`config.mk`:
```
export PLATFORM = sky130hd
export DESIGN_NAME = owb_byte_xfer
export DESIGN_NICKNAME = d
export VERILOG_FILES = /design/src/rtl/owb_byte_pkg.sv /design/src/rtl/owb_pullup_arm.sv /design/src/rtl/owb_slot_seq.sv /design/src/rtl/owb_hold_timer.sv /design/src/rtl/owb_byte_xfer.sv
export SDC_FILE = /design/constraint.sdc
export NUM_CORES = 1
export LEC_CHECK = 0
export BUFFER_PORTS_ARGS = -buffer_cell sky130_fd_sc_hd__buf_2
export CORE_UTILIZATION = 45
export CTS_CLUSTER_SIZE = 30
export DETAILED_ROUTE_END_ITERATION = 10
export PLACE_DENSITY = 0.7
export SKIP_LAST_GASP = 1
export SYNTH_ARGS = -nofsm -noshare
export SYNTH_HDL_FRONTEND = slang
export SYNTH_SLANG_ARGS = --single-unit
```
`constraint.sdc`:
```
create_clock -name clk -period 1.8 [get_ports clk]
set_input_delay 0.45 -clock clk [delete_from_list [all_inputs] [get_ports clk]]
set_output_delay 0.45 -clock clk [all_outputs]
set_load 0.02 [all_outputs]
```
`src/rtl/owb_byte_pkg.sv`:
```
`timescale 1ns/1ps
package owb_byte_pkg;

   typedef enum logic [1:0] {
      OP_WRITE     = 2'd0,
      OP_READ      = 2'd1,
      OP_TOUCH     = 2'd2,
      OP_TOUCH_ALT = 2'd3
   } owb_op_e;

   typedef enum logic [1:0] {
      ST_IDLE = 2'd0,
      ST_SLOT = 2'd1,
      ST_HOLD = 2'd2
   } owb_st_e;

endpackage

```
`src/rtl/owb_pullup_arm.sv`:
```
`timescale 1ns/1ps
module owb_pullup_arm #(
   parameter int MS_W = 8
) (
   input  logic            clk,
   input  logic            rst_n,
   input  logic            arm_valid,
   input  logic [MS_W-1:0] arm_ms,
   input  logic            consume,
   output logic [MS_W-1:0] armed_ms
);

   // a fresh arm wins over consumption in the same cycle
   always_ff @(posedge clk or negedge rst_n) begin
      if (!rst_n) begin
         armed_ms <= '0;
      end else if (arm_valid) begin
         armed_ms <= arm_ms;
      end else if (consume) begin
         armed_ms <= '0;
      end
   end

endmodule

```
`src/rtl/owb_slot_seq.sv`:
```
`timescale 1ns/1ps
module owb_slot_seq #(
   parameter int DATA_W = 8
) (
   input  logic              clk,
   input  logic              rst_n,
   input  logic              start,
   input  logic              read_mode,
   input  logic [DATA_W-1:0] data,
   input  logic              slot_ack,
   input  logic              slot_rbit,
   output logic              slot_req,
   output logic              slot_bit,
   output logic              last_done,
   output logic [DATA_W-1:0] cap_nxt,
   output logic [DATA_W-1:0] cap
);

   localparam int IW = (DATA_W > 1) ? $clog2(DATA_W) : 1;
   localparam logic [IW-1:0] LAST_IDX = IW'(DATA_W - 1);

   logic              active;
   logic              rd_q;
   logic [IW-1:0]     idx;
   logic [DATA_W-1:0] shreg;
   logic              step;

   assign step      = active && slot_ack;
   assign last_done = step && (idx == LAST_IDX);
   assign slot_req  = active;
   assign slot_bit  = rd_q ? 1'b1 : shreg[0];

   generate
      if (DATA_W > 1) begin : g_wide
         assign cap_nxt = {slot_rbit, cap[DATA_W-1:1]};
      end else begin : g_one
         assign cap_nxt = slot_rbit;
      end
   endgenerate

   always_ff @(posedge clk or negedge rst_n) begin
      if (!rst_n) begin
         active <= 1'b0;
         rd_q   <= 1'b0;
         idx    <= '0;
         shreg  <= '0;
         cap    <= '0;
      end else if (start) begin
         active <= 1'b1;
         rd_q   <= read_mode;
         idx    <= '0;
         shreg  <= data;
      end else if (step) begin
         shreg <= shreg >> 1;
         cap   <= cap_nxt;
         idx   <= idx + 1'b1;
         if (idx == LAST_IDX) begin
            active <= 1'b0;
         end
      end
   end

endmodule

```
`src/rtl/owb_hold_timer.sv`:
```
`timescale 1ns/1ps
module owb_hold_timer #(
   parameter int MS_W         = 8,
   parameter int TICKS_PER_MS = 1000
) (
   input  logic            clk,
   input  logic            rst_n,
   input  logic            load,
   input  logic [MS_W-1:0] ms,
   input  logic            run,
   input  logic            us_tick,
   output logic            expire
);

   logic [MS_W-1:0] ms_left;
   logic            ms_wrap;

   generate
      if (TICKS_PER_MS > 1) begin : g_div
         localparam int TW = $clog2(TICKS_PER_MS);
         localparam logic [TW-1:0] TMAX = TW'(TICKS_PER_MS - 1);
         logic [TW-1:0] tcnt;
         assign ms_wrap = run && us_tick && (tcnt == TMAX);
         always_ff @(posedge clk or negedge rst_n) begin
            if (!rst_n) begin
               tcnt <= '0;
            end else if (load) begin
               tcnt <= '0;
            end else if (run && us_tick) begin
               tcnt <= ms_wrap ? '0 : tcnt + 1'b1;
            end
         end
      end else begin : g_direct
         assign ms_wrap = run && us_tick;
      end
   endgenerate

   assign expire = ms_wrap && (ms_left == MS_W'(1));

   always_ff @(posedge clk or negedge rst_n) begin
      if (!rst_n) begin
         ms_left <= '0;
      end else if (load) begin
         ms_left <= ms;
      end else if (ms_wrap) begin
         ms_left <= ms_left - 1'b1;
      end
   end

endmodule

```
`src/rtl/owb_byte_xfer.sv`:
```
`timescale 1ns/1ps
module owb_byte_xfer
   import owb_byte_pkg::*;
#(
   parameter int DATA_W       = 8,
   parameter int MS_W         = 8,
   parameter int TICKS_PER_MS = 1000
) (
   input  logic              clk,
   input  logic              rst_n,
   input  logic              us_tick,
   input  logic              pullup_en,
   input  logic              arm_valid,
   input  logic [MS_W-1:0]   arm_ms,
   input  logic              cmd_valid,
   input  logic [1:0]        cmd_op,
   input  logic [DATA_W-1:0] cmd_data,
   output logic              busy,
   output logic              done,
   output logic [DATA_W-1:0] result,
   output logic              slot_req,
   output logic              slot_bit,
   input  logic              slot_ack,
   input  logic              slot_rbit,
   output logic              spu_on
);

   if (DATA_W < 1) begin : g_bad_width
      $error("DATA_W must be at least 1");
   end
   if (MS_W < 1) begin : g_bad_ms
      $error("MS_W must be at least 1");
   end
   if (TICKS_PER_MS < 1) begin : g_bad_tick
      $error("TICKS_PER_MS must be at least 1");
   end

   owb_st_e           st;
   owb_op_e           op_q;
   logic [MS_W-1:0]   hold_q;
   logic              en_q;
   logic [MS_W-1:0]   armed_ms;
   logic              start;
   logic              consume;
   logic              last_done;
   logic              expire;
   logic              hold_load;
   logic [DATA_W-1:0] cap;
   logic [DATA_W-1:0] cap_nxt;

   assign start     = (st == ST_IDLE) && cmd_valid;
   assign consume   = start && (owb_op_e'(cmd_op) != OP_READ);
   assign hold_load = (st == ST_SLOT) && last_done && (hold_q != '0);
   assign busy      = (st != ST_IDLE);
   assign spu_on    = (st == ST_HOLD) && en_q;

   owb_pullup_arm #(.MS_W(MS_W)) u_arm (
      .clk      (clk),
      .rst_n    (rst_n),
      .arm_valid(arm_valid),
      .arm_ms   (arm_ms),
      .consume  (consume),
      .armed_ms (armed_ms)
   );

   owb_slot_seq #(.DATA_W(DATA_W)) u_seq (
      .clk      (clk),
      .rst_n    (rst_n),
      .start    (start),
      .read_mode(owb_op_e'(cmd_op) == OP_READ),
      .data     (cmd_data),
      .slot_ack (slot_ack),
      .slot_rbit(slot_rbit),
      .slot_req (slot_req),
      .slot_bit (slot_bit),
      .last_done(last_done),
      .cap_nxt  (cap_nxt),
      .cap      (cap)
   );

   owb_hold_timer #(.MS_W(MS_W), .TICKS_PER_MS(TICKS_PER_MS)) u_hold (
      .clk    (clk),
      .rst_n  (rst_n),
      .load   (hold_load),
      .ms     (hold_q),
      .run    (st == ST_HOLD),
      .us_tick(us_tick),
      .expire (expire)
   );

   always_ff @(posedge clk or negedge rst_n) begin
      if (!rst_n) begin
         st     <= ST_IDLE;
         op_q   <= OP_WRITE;
         hold_q <= '0;
         en_q   <= 1'b0;
         done   <= 1'b0;
         result <= '0;
      end else begin
         done <= 1'b0;
         case (st)
            ST_IDLE: begin
               if (start) begin
                  op_q   <= owb_op_e'(cmd_op);
                  hold_q <= consume ? armed_ms : '0;
                  en_q   <= pullup_en;
                  st     <= ST_SLOT;
               end
            end
            ST_SLOT: begin
               if (last_done) begin
                  if (hold_q != '0) begin
                     st <= ST_HOLD;
                  end else begin
                     st   <= ST_IDLE;
                     done <= 1'b1;
                     if (op_q != OP_WRITE) result <= cap_nxt;
                  end
               end
            end
            ST_HOLD: begin
               if (expire) begin
                  st   <= ST_IDLE;
                  done <= 1'b1;
                  if (op_q != OP_WRITE) result <= cap;
               end
            end
            default: st <= ST_IDLE;
         endcase
      end
   end

endmodule

```
==> flow_metrics.py, run 1 <==
metrics = {
    "grt": {
        "use_met2_pct": 29.7,
        "use_met1_pct": 25.2,
        "grt_max_degree": 70,
        "grt_pass1_vias": 2427,
        "use_met3_pct": 5.78,
        "antenna_found_initial": 0,
        "grt-ovfl-total": 0,
        "grt.busiest_layer": "met2",
        "grtUsageTotal_pct": 19.1,
        "grt_pass1_wl_um": 11200,
    },
    "flow_run": {
        "max_cap_viol_count": 0,
    },
    "setup_path": {
        "crit_path_start": "st[1]",
        "worst_setup_path_start_kind": "flop",
        "cp_max_fo": 3,
        "cp_top_family": "flip-flops",
        "slowest_delay_ns": 0.42,
        "cp.required_ns": 1.35,
        "cp-end-kind": "primary output",
        "r2r_start": "st[0]",
        "critPathArrivalTime_ns": 1.34,
        "crit_path_frequent_cell": "inv_1",
        "worstSetupPathType": "reg -> out",
        "crit_chain": "inv_1, ha_2, inv_1, buf_4",
        "crit_buf_inv": 3,
        "crit_slowest_cell": "dfrtp_1",
    },
    "finish": {
        "fillers": 642,
        "layout.area.seq_mm2": 0.00173,
        "final_cell_mix": "dfrtp_1, nand2_1, buf_2, buf_4, o21ai_0",
        "final_common_cell": "dfrtp_1",
        "syn2layout_area_growth_pct": 23.2,
        "n_antenna_cell": 0,
        "multi_input_area_mm2": 0.00158,
        "fin_util_pct": 57.3,
        "drive_gt1_share_pct": 31.8,
        "nets": 422,
    },
    "timing": {
        "fin_crit_sh_pct": 99.5,
        "slew_headroom_pct": 67.6,
        "fmax_mhz": 558,
        "final.min_clock_period_ns": 1.79,
        "tns_ns": 0,
        "finalHoldViolCount": 0,
        "worst-slew-pin-transition_ns": 0.482,
        "drv_slew": 0,
        "setup_viol": 0,
        "skew_ns": 0.00724,
        "rsz0062_at_grt": "yes",
    },
    "drt": {
        "viasPerCell": 5.21,
        "post_drt_wl_per_cell_um": 14.0,
        "firstDrtPassIters": 4,
        "vias": 2561,
        "drt_iter0_markers": 98,
        "drc_errors": 0,
        "routed_wl_um": 6900,
        "ant_nets": 0,
    },
    "die": {
        "die_y_um": 88.3,
        "rows": 31,
        "start_util_pct": 46.5,
        "dieWidth_um": 88.3,
        "dieArea_mm2": 0.00780,
        "coreArea_mm2": 0.00721,
        "top_level_ports": 39,
    },
    "logic_synthesis": {
        "synth_seq_area_share_pct": 51.5,
        "ys_ff_latch": 69,
        "syn_nets": 357,
        "syn_area_per_cell_um2": 10.4,
        "yosys_warnings": 0,
        "netlist_area_mm2": 0.00335,
        "postSynthCellCount": 323,
        "yosysUniqueCellTypes": 43,
    },
    "clocking": {
        "h-tree-depth": 3,
        "hold_buffers": 0,
        "worstSkewPairLatency_ns": 0.36,
        "numClockSinks": 69,
        "clkTransAtPathRegs_ns": 0.08,
        "cts_tree": "done",
        "cts_max_path_buffers": 2,
        "clockRootBuffer": "clkbuf_8",
        "numCtsBuffers": 9,
    },
    "placed_design": {
        "hpwl_um": 4660,
        "port-buffer-count": 38,
        "place_congestion": 0.787,
    },
    "outcome": {
        "outcome": "completed",
    },
    "power": {
        "p_per_area_mw_per_mm2": 1490,
        "p_leak_nw": 1.89,
        "vdd_drop_max_uv": 813,
    },
    "worst_hold_path": {
        "hold_path.class": "in -> async",
    },
}
power breakdown:
group          switching [mW]  internal [mW]
registers               0.392           2.08
logic                    1.24           1.01
clock network           0.632          0.792
total                    2.26           3.88
synthesized netlist by cell type:
| cell | instances | share of area [%] |
|---|---|---|
| buf_2 | 3 | 0.45 |
| a21oi_4 | 1 | 0.49 |
| buf_4 | 1 | 0.22 |
| or3_1 | 1 | 0.19 |
| or2_4 | 1 | 0.26 |
| clkbuf_1 | 6 | 0.67 |
| o211ai_1 | 1 | 0.22 |
| mux2_2 | 9 | 3.0 |
| nor4_2 | 5 | 1.9 |
| mux2i_1 | 16 | 4.8 |
| and4bb_4 | 1 | 0.49 |
| buf_6 | 4 | 1.3 |
| xor2_1 | 8 | 2.1 |
| or3b_1 | 1 | 0.26 |
| nor2_2 | 1 | 0.19 |
| or4_1 | 1 | 0.22 |
| o21a_1 | 1 | 0.22 |
| nor2_1 | 15 | 1.7 |
| nand3_1 | 9 | 1.3 |
| dfrtp_1 | 69 | 51 |
| nand2_1 | 59 | 6.6 |
| nand3_4 | 1 | 0.52 |
| inv_1 | 8 | 0.90 |
| and2_1 | 4 | 0.75 |
| a22o_1 | 7 | 1.8 |
| or2_2 | 1 | 0.19 |
| nor3_1 | 3 | 0.45 |
| o22a_1 | 1 | 0.26 |
| buf_1 | 1 | 0.11 |
| a41o_1 | 1 | 0.30 |
| o311ai_0 | 1 | 0.26 |
| xnor2_1 | 4 | 1.0 |
| nand4_1 | 6 | 1.1 |
| a21oi_1 | 21 | 3.1 |
| o21ai_0 | 21 | 3.1 |
| o22ai_1 | 1 | 0.19 |
| o21ai_1 | 7 | 1.0 |
| and4_1 | 1 | 0.26 |
| and3_4 | 2 | 0.67 |
| a21oi_2 | 8 | 2.1 |
| and2_4 | 2 | 0.52 |
| and3_1 | 1 | 0.19 |
| ha_1 | 8 | 3.0 |
area by class of cell:
class / instances / area share (%)
Clock inverter: 6 / 2.30
Timing Repair Buffer: 68 / 11.0
Sequential cell: 69 / 41.8
Inverter: 8 / 0.727
Clock buffer: 10 / 3.09
Tap cell: 99 / 3.00
Multi-Input combinational cell: 232 / 38.1
flip-flops by register name, indices dropped and copies added (netlist names):
register	cells
op_q	2
u_seq.rd_q	1
en_q	1
u_seq.cap	8
u_arm.armed_ms	8
u_seq.idx	3
u_hold.ms_left	8
u_hold.g_div.tcnt	10
u_seq.slot_req	1
done	1
u_seq.shreg	8
st	2
hold_q	8
result	8
layer usage:
| layer | routed length (um) | vias up | part of all wire (%) |
|---|---|---|---|
| met2 | 3300 | 45 | 48 |
| met5 | 0 | - | 0 |
| met3 | 267 | 12 | 3.9 |
| met1 | 3200 | 1249 | 46 |
| li1 | - | 1255 | - |
| met4 | 124 | 0 | 1.8 |
final timing paths:
| check | end | depth (start not counted) | slack [ns] |
|---|---|---|---|
| max | busy | 4 | 0.009 |
| min | u_hold.g_div.tcnt[7] | 2 | 0.09 |
| max reg2reg | u_hold.ms_left[7] | 8 | 0.05 |
| min reg2reg | en_q | 2 | 0.49 |
| max in group asynchronous | u_hold.g_div.tcnt[2] | 2 | 1.41 |
| min in group clk | u_seq.shreg[7] | 3 | 0.29 |
stage by stage:
stage | cell area, um2 | std cells | setup slack [ns] | hold WS, ns | total power, mW
2_1_floorplan | 3360 | 323 | 0.0225 | 0.154 | 3.95
3_3_place_gp | 3770 | 468 | 0.0353 | 0.455 | 4.48
3_5_place_dp | 3770 | 468 | -0.0126 | 0.468 | 4.56
4_1_cts | 4030 | 486 | -0.0313 | 0.113 | 6.05
5_1_grt | 4130 | 492 | -0.0454 | 0.123 | 6.55
6_report | 4130 | 492 | 0.00920 | 0.0930 | 6.14
timing repair:
item / CTS / global route
cloned: 0 / 1
buffers inserted: 2 / 5
setup endpoints to repair: 9 / 18
pin swaps: 1 / 6
resized for setup: 4 / 12
cell families after synthesis:
group / after synthesis / synth area share (%)
adder cells (fa/ha/maj): 8 / 2.98
buffers and inverters: 23 / 3.69
multiplexers: 25 / 7.80
AO/OA/AOI/OAI: 71 / 13.2
AND/OR/NAND/NOR: 115 / 17.8
XOR/XNOR: 12 / 3.13
flip-flops: 69 / 51.5
Power figures use the tool's default switching activity.
==> run 2, diff against run 1 <==
--- a/config.mk
+++ b/config.mk
@@ -5,11 +5,12 @@
 export SDC_FILE = /design/constraint.sdc
 export NUM_CORES = 1
 export LEC_CHECK = 0
+export ABC_AREA = 1
 export BUFFER_PORTS_ARGS = -buffer_cell sky130_fd_sc_hd__buf_2
 export CORE_UTILIZATION = 45
 export CTS_CLUSTER_SIZE = 30
 export DETAILED_ROUTE_END_ITERATION = 10
-export PLACE_DENSITY = 0.7
+export PLACE_DENSITY = 0.69
 export SKIP_LAST_GASP = 1
 export SYNTH_ARGS = -nofsm -noshare
 export SYNTH_HDL_FRONTEND = slang
==> run 2 against run 1 <==
  * Register-to-register slack improved by 0.04 ns
  * Critical path depth is 2 higher
  * Worst hold slack improved by 0.0089 ns
  * Routed wire length rose by 6.9%
==> flow_metrics.py, run 2 <==
metrics = {
    "outcome": {
        "outcome": "completed",
    },
    "grt": {
        "grt_max_degree": 70,
        "grt_pass1_vias": 2837,
        "grtUsageTotal_pct": 19.6,
        "antenna_found_initial": 0,
        "grt-ovfl-total": 0,
        "grt_pass1_wl_um": 12900,
    },
    "power": {
        "seqPwrFrac_pct": 41.3,
        "swShare_pct": 38.0,
        "share_comb_of_total_power_pct": 35.8,
        "p_int_mw": 3.55,
        "clock_power_share_pct": 22.9,
        "p_leak_nw": 2.12,
        "vdd_drop_max_uv": 791,
        "power_switching_mw": 2.18,
        "p_per_area_mw_per_mm2": 1360,
    },
    "die": {
        "top_level_ports": 39,
        "start_util_pct": 47.5,
        "rows": 31,
        "dieArea_mm2": 0.00818,
        "coreArea_mm2": 0.00741,
        "die_y_um": 90.5,
        "dieWidth_um": 90.5,
    },
    "logic_synthesis": {
        "synth_edf_count": 0,
        "syn_area_per_cell_um2": 8.21,
        "yosys_warnings": 0,
        "synth_most_common_cell": "nand2_1",
        "synth_common_cells": "nand2_1, dfrtp_1, inv_1, o21ai_0, nand3_1",
        "netlist_area_mm2": 0.00352,
        "synth-main-ff-cell": "dfrtp_1",
        "synth_area_leader_cell": "dfrtp_1",
        "synthArstFlopShare_pct": 100,
        "yosys-top-cells-area": "dfrtp_1, nand2_1, o21ai_0",
        "yosysUniqueCellTypes": 33,
        "ys_ff_latch": 69,
        "synth_seq_area_share_pct": 49.0,
        "syn_nets": 463,
        "synth_top_area_share_pct": 49.0,
        "postSynthCellCount": 429,
    },
    "drt": {
        "post_drt_wl_per_cell_um": 12.3,
        "ant_nets": 0,
        "viasPerCell": 4.95,
        "vias": 2963,
        "routed_wl_um": 7380,
        "firstDrtPassIters": 5,
        "drc_errors": 0,
        "drt_iter0_markers": 156,
    },
    "timing": {
        "finalHoldViolCount": 0,
        "hold_ws_ns": 0.102,
        "drv_slew": 0,
        "worst-slew-pin-transition_ns": 0.449,
        "skew_ns": 0.00584,
        "tns_ns": 0,
        "rsz0062_at_grt": "yes",
        "fin_crit_sh_pct": 98.8,
        "setup_viol": 0,
        "final.min_clock_period_ns": 1.78,
        "fmax_mhz": 562,
        "slew_headroom_pct": 70.0,
    },
    "finish": {
        "syn2layout_area_growth_pct": 20.0,
        "fin_util_pct": 57.0,
        "nets": 529,
        "drive_gt1_share_pct": 21.2,
        "fillers": 695,
        "multi_input_area_mm2": 0.00154,
        "n_antenna_cell": 0,
        "layout.area.seq_mm2": 0.00173,
        "final_cell_mix": "nand2_1, dfrtp_1, inv_1, o21ai_0, buf_2",
        "final_common_cell": "nand2_1",
        "top_register": "u_hold.g_div.tcnt",
        "largest_reg_flops": 10,
    },
    "clocking": {
        "numClockSinks": 69,
        "hold_buffers": 0,
        "h-tree-depth": 3,
        "cts_max_path_buffers": 2,
        "worstSkewPairLatency_ns": 0.35,
        "numCtsBuffers": 9,
        "clockRootBuffer": "clkbuf_8",
        "cts_tree": "done",
        "clkTransAtPathRegs_ns": 0.07,
    },
    "setup_path": {
        "r2r_end": "u_hold.ms_left[5]",
        "rrSetupSlack_ns": 0.09,
        "r2r_start": "st[0]",
        "critPathArrivalTime_ns": 1.33,
        "worst_setup_path_start_kind": "flop",
        "cp_max_fo": 4,
        "worstSetupPathType": "reg -> out",
        "cp.required_ns": 1.35,
        "r2r_cells": 9,
        "cp-end-kind": "primary output",
        "crit_path_start": "st[0]",
        "endpoint": "spu_on",
    },
    "flow_run": {
        "max_cap_viol_count": 0,
    },
    "placed_design": {
        "place_congestion": 0.899,
        "port-buffer-count": 38,
        "hpwl_um": 5000,
    },
    "worst_hold_path": {
        "hold_path.class": "in -> async",
    },
}
-- run 2: cell types whose count changed after synthesis, moves of 7 or more --
| cell | before | now |
|---|---|---|
| nand2_1 | 59 | 126 |
| inv_1 | 8 | 51 |
| a21oi_1 | 21 | 1 |
| nand3_1 | 9 | 29 |
| o21ai_0 | 21 | 40 |
| mux2i_1 | 16 | 0 |
| nand4_1 | 6 | 19 |
| mux2_2 | 9 | 0 |
| nor2_1 | 15 | 24 |
| a21oi_2 | 8 | 0 |
| o21ai_1 | 7 | 0 |
-- run 2: logic make-up after synthesis --
group | after synthesis | share of synthesized area (%)
buffers and inverters | 64 | 7.89
adders and majority gates | 8 | 2.84
xor gates and xnor gates | 6 | 1.49
and+or+nand+nor | 223 | 28.9
AOI/OAI and AO/OA | 59 | 9.84
DFF | 69 | 49.0
-- run 2: layout make-up --
type / count / share of cell area (%)
clock buffers: 11 / 3.58
multi-input cells: 296 / 36.5
flip-flops and latches: 69 / 40.9
repair buffers: 67 / 10.1
well taps: 99 / 2.93
inverters: 52 / 4.62
clock inverters: 5 / 1.39
-- run 2: worst max-delay path: stages, from the launching register on --
cell,delay (ns)
dfrtp_1,0.41
inv_2,0.09
ha_4,0.14
buf_6,0.11
nand2_1,0.05
inv_1,0.05
buf_4,0.13
-- run 2: how the worst min path moves through the flow --
stage / startpoint / slack [ns] / end
after floorplan: rst_n / 0.15 / done
after global placement: result[3] / 0.45 / result[3]
after detailed placement: result[6] / 0.46 / result[6]
after CTS: rst_n / 0.13 / u_hold.g_div.tcnt[6]
after global routing: rst_n / 0.14 / u_hold.g_div.tcnt[6]
final: rst_n / 0.10 / u_hold.g_div.tcnt[6]
-- run 2: timing repair --
action                                  in CTS  in global routing
endpoints found under the setup margin       2                 24
pin swaps                                    0                  2
setup buffers                                0                 18
gates cloned                                 0                  0
gates resized for setup                      5                  3
-- run 2: routing by layer --
layer / GRT usage, % / vias to the layer above / part of all wire [%]
met1: 26.6 / 1373 / 48
met3: 4.80 / 9 / 4.1
met2: 31.0 / 60 / 47
li1: - / 1521 / -
met5: 0 / - / 0
met4: 6.18 / 0 / 1.3
-- run 2: stage by stage --
step / power, mW / instances / cell area [um2] / setup WS, ns
after floorplan: 3.75 / 429 / 3520 / 0.228
after global placement: 4.21 / 565 / 3850 / 0.0725
after detailed placement: 4.26 / 565 / 3850 / 0.00429
after CTS: 5.61 / 581 / 4070 / -0.0107
after global routing: 6.17 / 599 / 4220 / -0.0456
final: 5.73 / 599 / 4220 / 0.0212
-- run 2: power groups by stage --
stage	sequential, mW	clock (mW)	combinational, mW
after CTS	2.37	1.34	1.91
after global placement	2.37	0	1.84
after global routing	2.44	1.40	2.34
final	2.37	1.31	2.05
after floorplan	2.41	0	1.34
after detailed placement	2.39	0	1.87
==> run 3, diff against run 2 <==
--- a/config.mk
+++ b/config.mk
@@ -6,11 +6,13 @@
 export NUM_CORES = 1
 export LEC_CHECK = 0
 export ABC_AREA = 1
+export ABC_CLOCK_PERIOD_IN_PS = 1800
 export BUFFER_PORTS_ARGS = -buffer_cell sky130_fd_sc_hd__buf_2
 export CORE_UTILIZATION = 45
 export CTS_CLUSTER_SIZE = 30
 export DETAILED_ROUTE_END_ITERATION = 10
 export PLACE_DENSITY = 0.69
+export REMOVE_ABC_BUFFERS = 1
 export SKIP_LAST_GASP = 1
 export SYNTH_ARGS = -nofsm -noshare
 export SYNTH_HDL_FRONTEND = slang
==> run 3 against run 2 <==
  * Maximum frequency rose by 2.5%
  * Via count hardly changed
  * Combinational power is 2% lower
  * Largest cell class unchanged
  * Sequential share of layout area is 0.69 points higher
  * Non-clock buffer count decreased by 6
  * Flip-flop and latch count unchanged
  * Setup slack improved by 0.044 ns
  * First-iteration DRC count down 15%
  * Final cell count fell by 1.5%
  * Critical path depth down 1
  * Design area down 1.7%
==> flow_metrics.py, run 3 (same netlist as run 2, synthesis figures left out) <==
metrics = {
    "outcome": {
        "outcome": "completed",
    },
    "timing": {
        "finalHoldViolCount": 0,
        "setup_viol": 0,
        "hold_ws_ns": 0.0997,
        "worst-slew-pin-transition_ns": 0.553,
        "fin_ws_ns": 0.0649,
        "skew_ns": 0.00680,
        "final.min_clock_period_ns": 1.74,
        "slew_headroom_pct": 63.2,
        "fin_crit_sh_pct": 96.4,
        "fmax_mhz": 576,
        "rsz0062_at_grt": "yes",
        "drv_slew": 0,
    },
    "finish": {
        "top_register": "u_hold.g_div.tcnt",
        "final_cell_mix": "nand2_1, dfrtp_1, inv_1, o21ai_0, buf_2",
        "fillers": 679,
        "multi_input_area_mm2": 0.00152,
        "final_common_cell": "nand2_1",
        "largest_reg_flops": 10,
        "n_antenna_cell": 0,
        "nets": 523,
        "drive_gt1_share_pct": 19.8,
        "syn2layout_area_growth_pct": 18.0,
        "layout.area.seq_mm2": 0.00173,
    },
    "clocking": {
        "clockRootBuffer": "clkbuf_8",
        "cts_tree": "done",
        "numClockSinks": 69,
        "worstSkewPairLatency_ns": 0.34,
        "hold_buffers": 0,
        "cts_max_path_buffers": 2,
        "clkTransAtPathRegs_ns": 0.07,
        "numCtsBuffers": 9,
        "h-tree-depth": 3,
    },
    "setup_path": {
        "worst_setup_path_start_kind": "flop",
        "worstSetupPathType": "reg -> out",
        "r2r_end": "result[0]",
        "cp_max_fo": 4,
        "cp.required_ns": 1.35,
        "r2r_cells": 11,
        "endpoint": "spu_on",
        "critPathArrivalTime_ns": 1.29,
        "rrSetupSlack_ns": 0.10,
        "cp-end-kind": "primary output",
        "crit_path_start": "st[0]",
        "r2r_start": "st[0]",
    },
    "placed_design": {
        "port-buffer-count": 38,
        "pre_cts_ws_ns": 0.0381,
        "place_congestion": 0.820,
        "hpwl_um": 5040,
    },
    "grt": {
        "use_met3_pct": 4.71,
        "use_met1_pct": 25.0,
        "grtUsageTotal_pct": 18.9,
        "grt_max_degree": 70,
        "use_met2_pct": 30.0,
        "grt_pass1_vias": 2732,
        "grt_pass1_wl_um": 12400,
        "antenna_found_initial": 0,
        "grt-ovfl-total": 0,
        "grt.busiest_layer": "met2",
    },
    "drt": {
        "vias": 2964,
        "drt_iter0_markers": 133,
        "drc_errors": 0,
        "viasPerCell": 5.02,
        "post_drt_wl_per_cell_um": 12.2,
        "firstDrtPassIters": 4,
        "routed_wl_um": 7220,
        "ant_nets": 0,
    },
    "die": {
        "dieArea_mm2": 0.00818,
        "start_util_pct": 47.5,
        "rows": 31,
        "dieWidth_um": 90.5,
        "coreArea_mm2": 0.00741,
        "die_y_um": 90.5,
        "top_level_ports": 39,
    },
    "flow_run": {
        "max_cap_viol_count": 0,
    },
    "power": {
        "p_per_area_mw_per_mm2": 1350,
        "p_leak_nw": 2.09,
        "vdd_drop_max_uv": 614,
    },
    "worst_hold_path": {
        "hold_path.class": "in -> async",
    },
}
-- run 3: cell count changes in the layout (fill, tap and decap cells not counted), sizes merged --
cell,change
clkinv,-1
clkinvlp,-1
inv,-1
buf,-6
-- run 3: how the worst min path moves through the flow --
stage,slack [ns],end,start
after CTS,0.14,op_q[1],rst_n
final,0.1,u_hold.g_div.tcnt[2],rst_n
after global placement,0.45,result[5],result[5]
after global routing,0.16,u_hold.ms_left[7],rst_n
after floorplan,0.15,done,rst_n
after detailed placement,0.46,result[4],result[4]
-- run 3: final cells by class --
cell class	count	share of cell area (%)
Multi-Input combinational cell	296	36.7
Clock buffer	11	3.64
Timing Repair Buffer	61	9.49
Tap cell	99	2.98
Sequential cell	69	41.6
Inverter	52	4.79
Clock inverter	2	0.843
-- run 3: layer usage --
metal / share of wire [%] / vias to the layer above
met5: 0 / -
li1: - / 1507
met1: 47 / 1357
met2: 46 / 84
met3: 4.7 / 16
met4: 2.1 / 0
-- run 3: worst max-delay path, cell delays in order, from the launching register on --
cell and delay (ns):
dfrtp_1 0.38, inv_1 0.09, ha_2 0.21, nand2_1 0.07, inv_1 0.05, buf_4 0.13
-- run 3: power by group --
| group | switching [mW] | internal (mW) | total [mW] | leakage, nW |
|---|---|---|---|---|
| Clock | 0.545 | 0.690 | 1.24 | 0.0971 |
| Sequential | 0.325 | 2.05 | 2.37 | 0.876 |
| Combinational | 1.22 | 0.771 | 2.00 | 1.12 |
-- run 3: timing repair --
action	in CTS	in global routing
setup endpoints to repair	1	16
pin swaps	0	2
buffers inserted	0	9
endpoints found under the hold margin	0	0
gates resized for setup	1	5
-- run 3: stage by stage --
step / instances / instance area, um2 / power [mW] / setup TNS [ns] / utilization (%)
detailed placement: 568 / 3880 / 4.29 / 0 / 52.4
global route: 590 / 4150 / 6.01 / -0.0710 / 56.1
CTS: 581 / 4070 / 5.54 / 0 / 55.0
finish: 590 / 4150 / 5.60 / 0 / 56.1
floorplan: 417 / 3440 / 3.66 / -5.57 / -
global placement: 568 / 3880 / 4.22 / 0 / 52.4
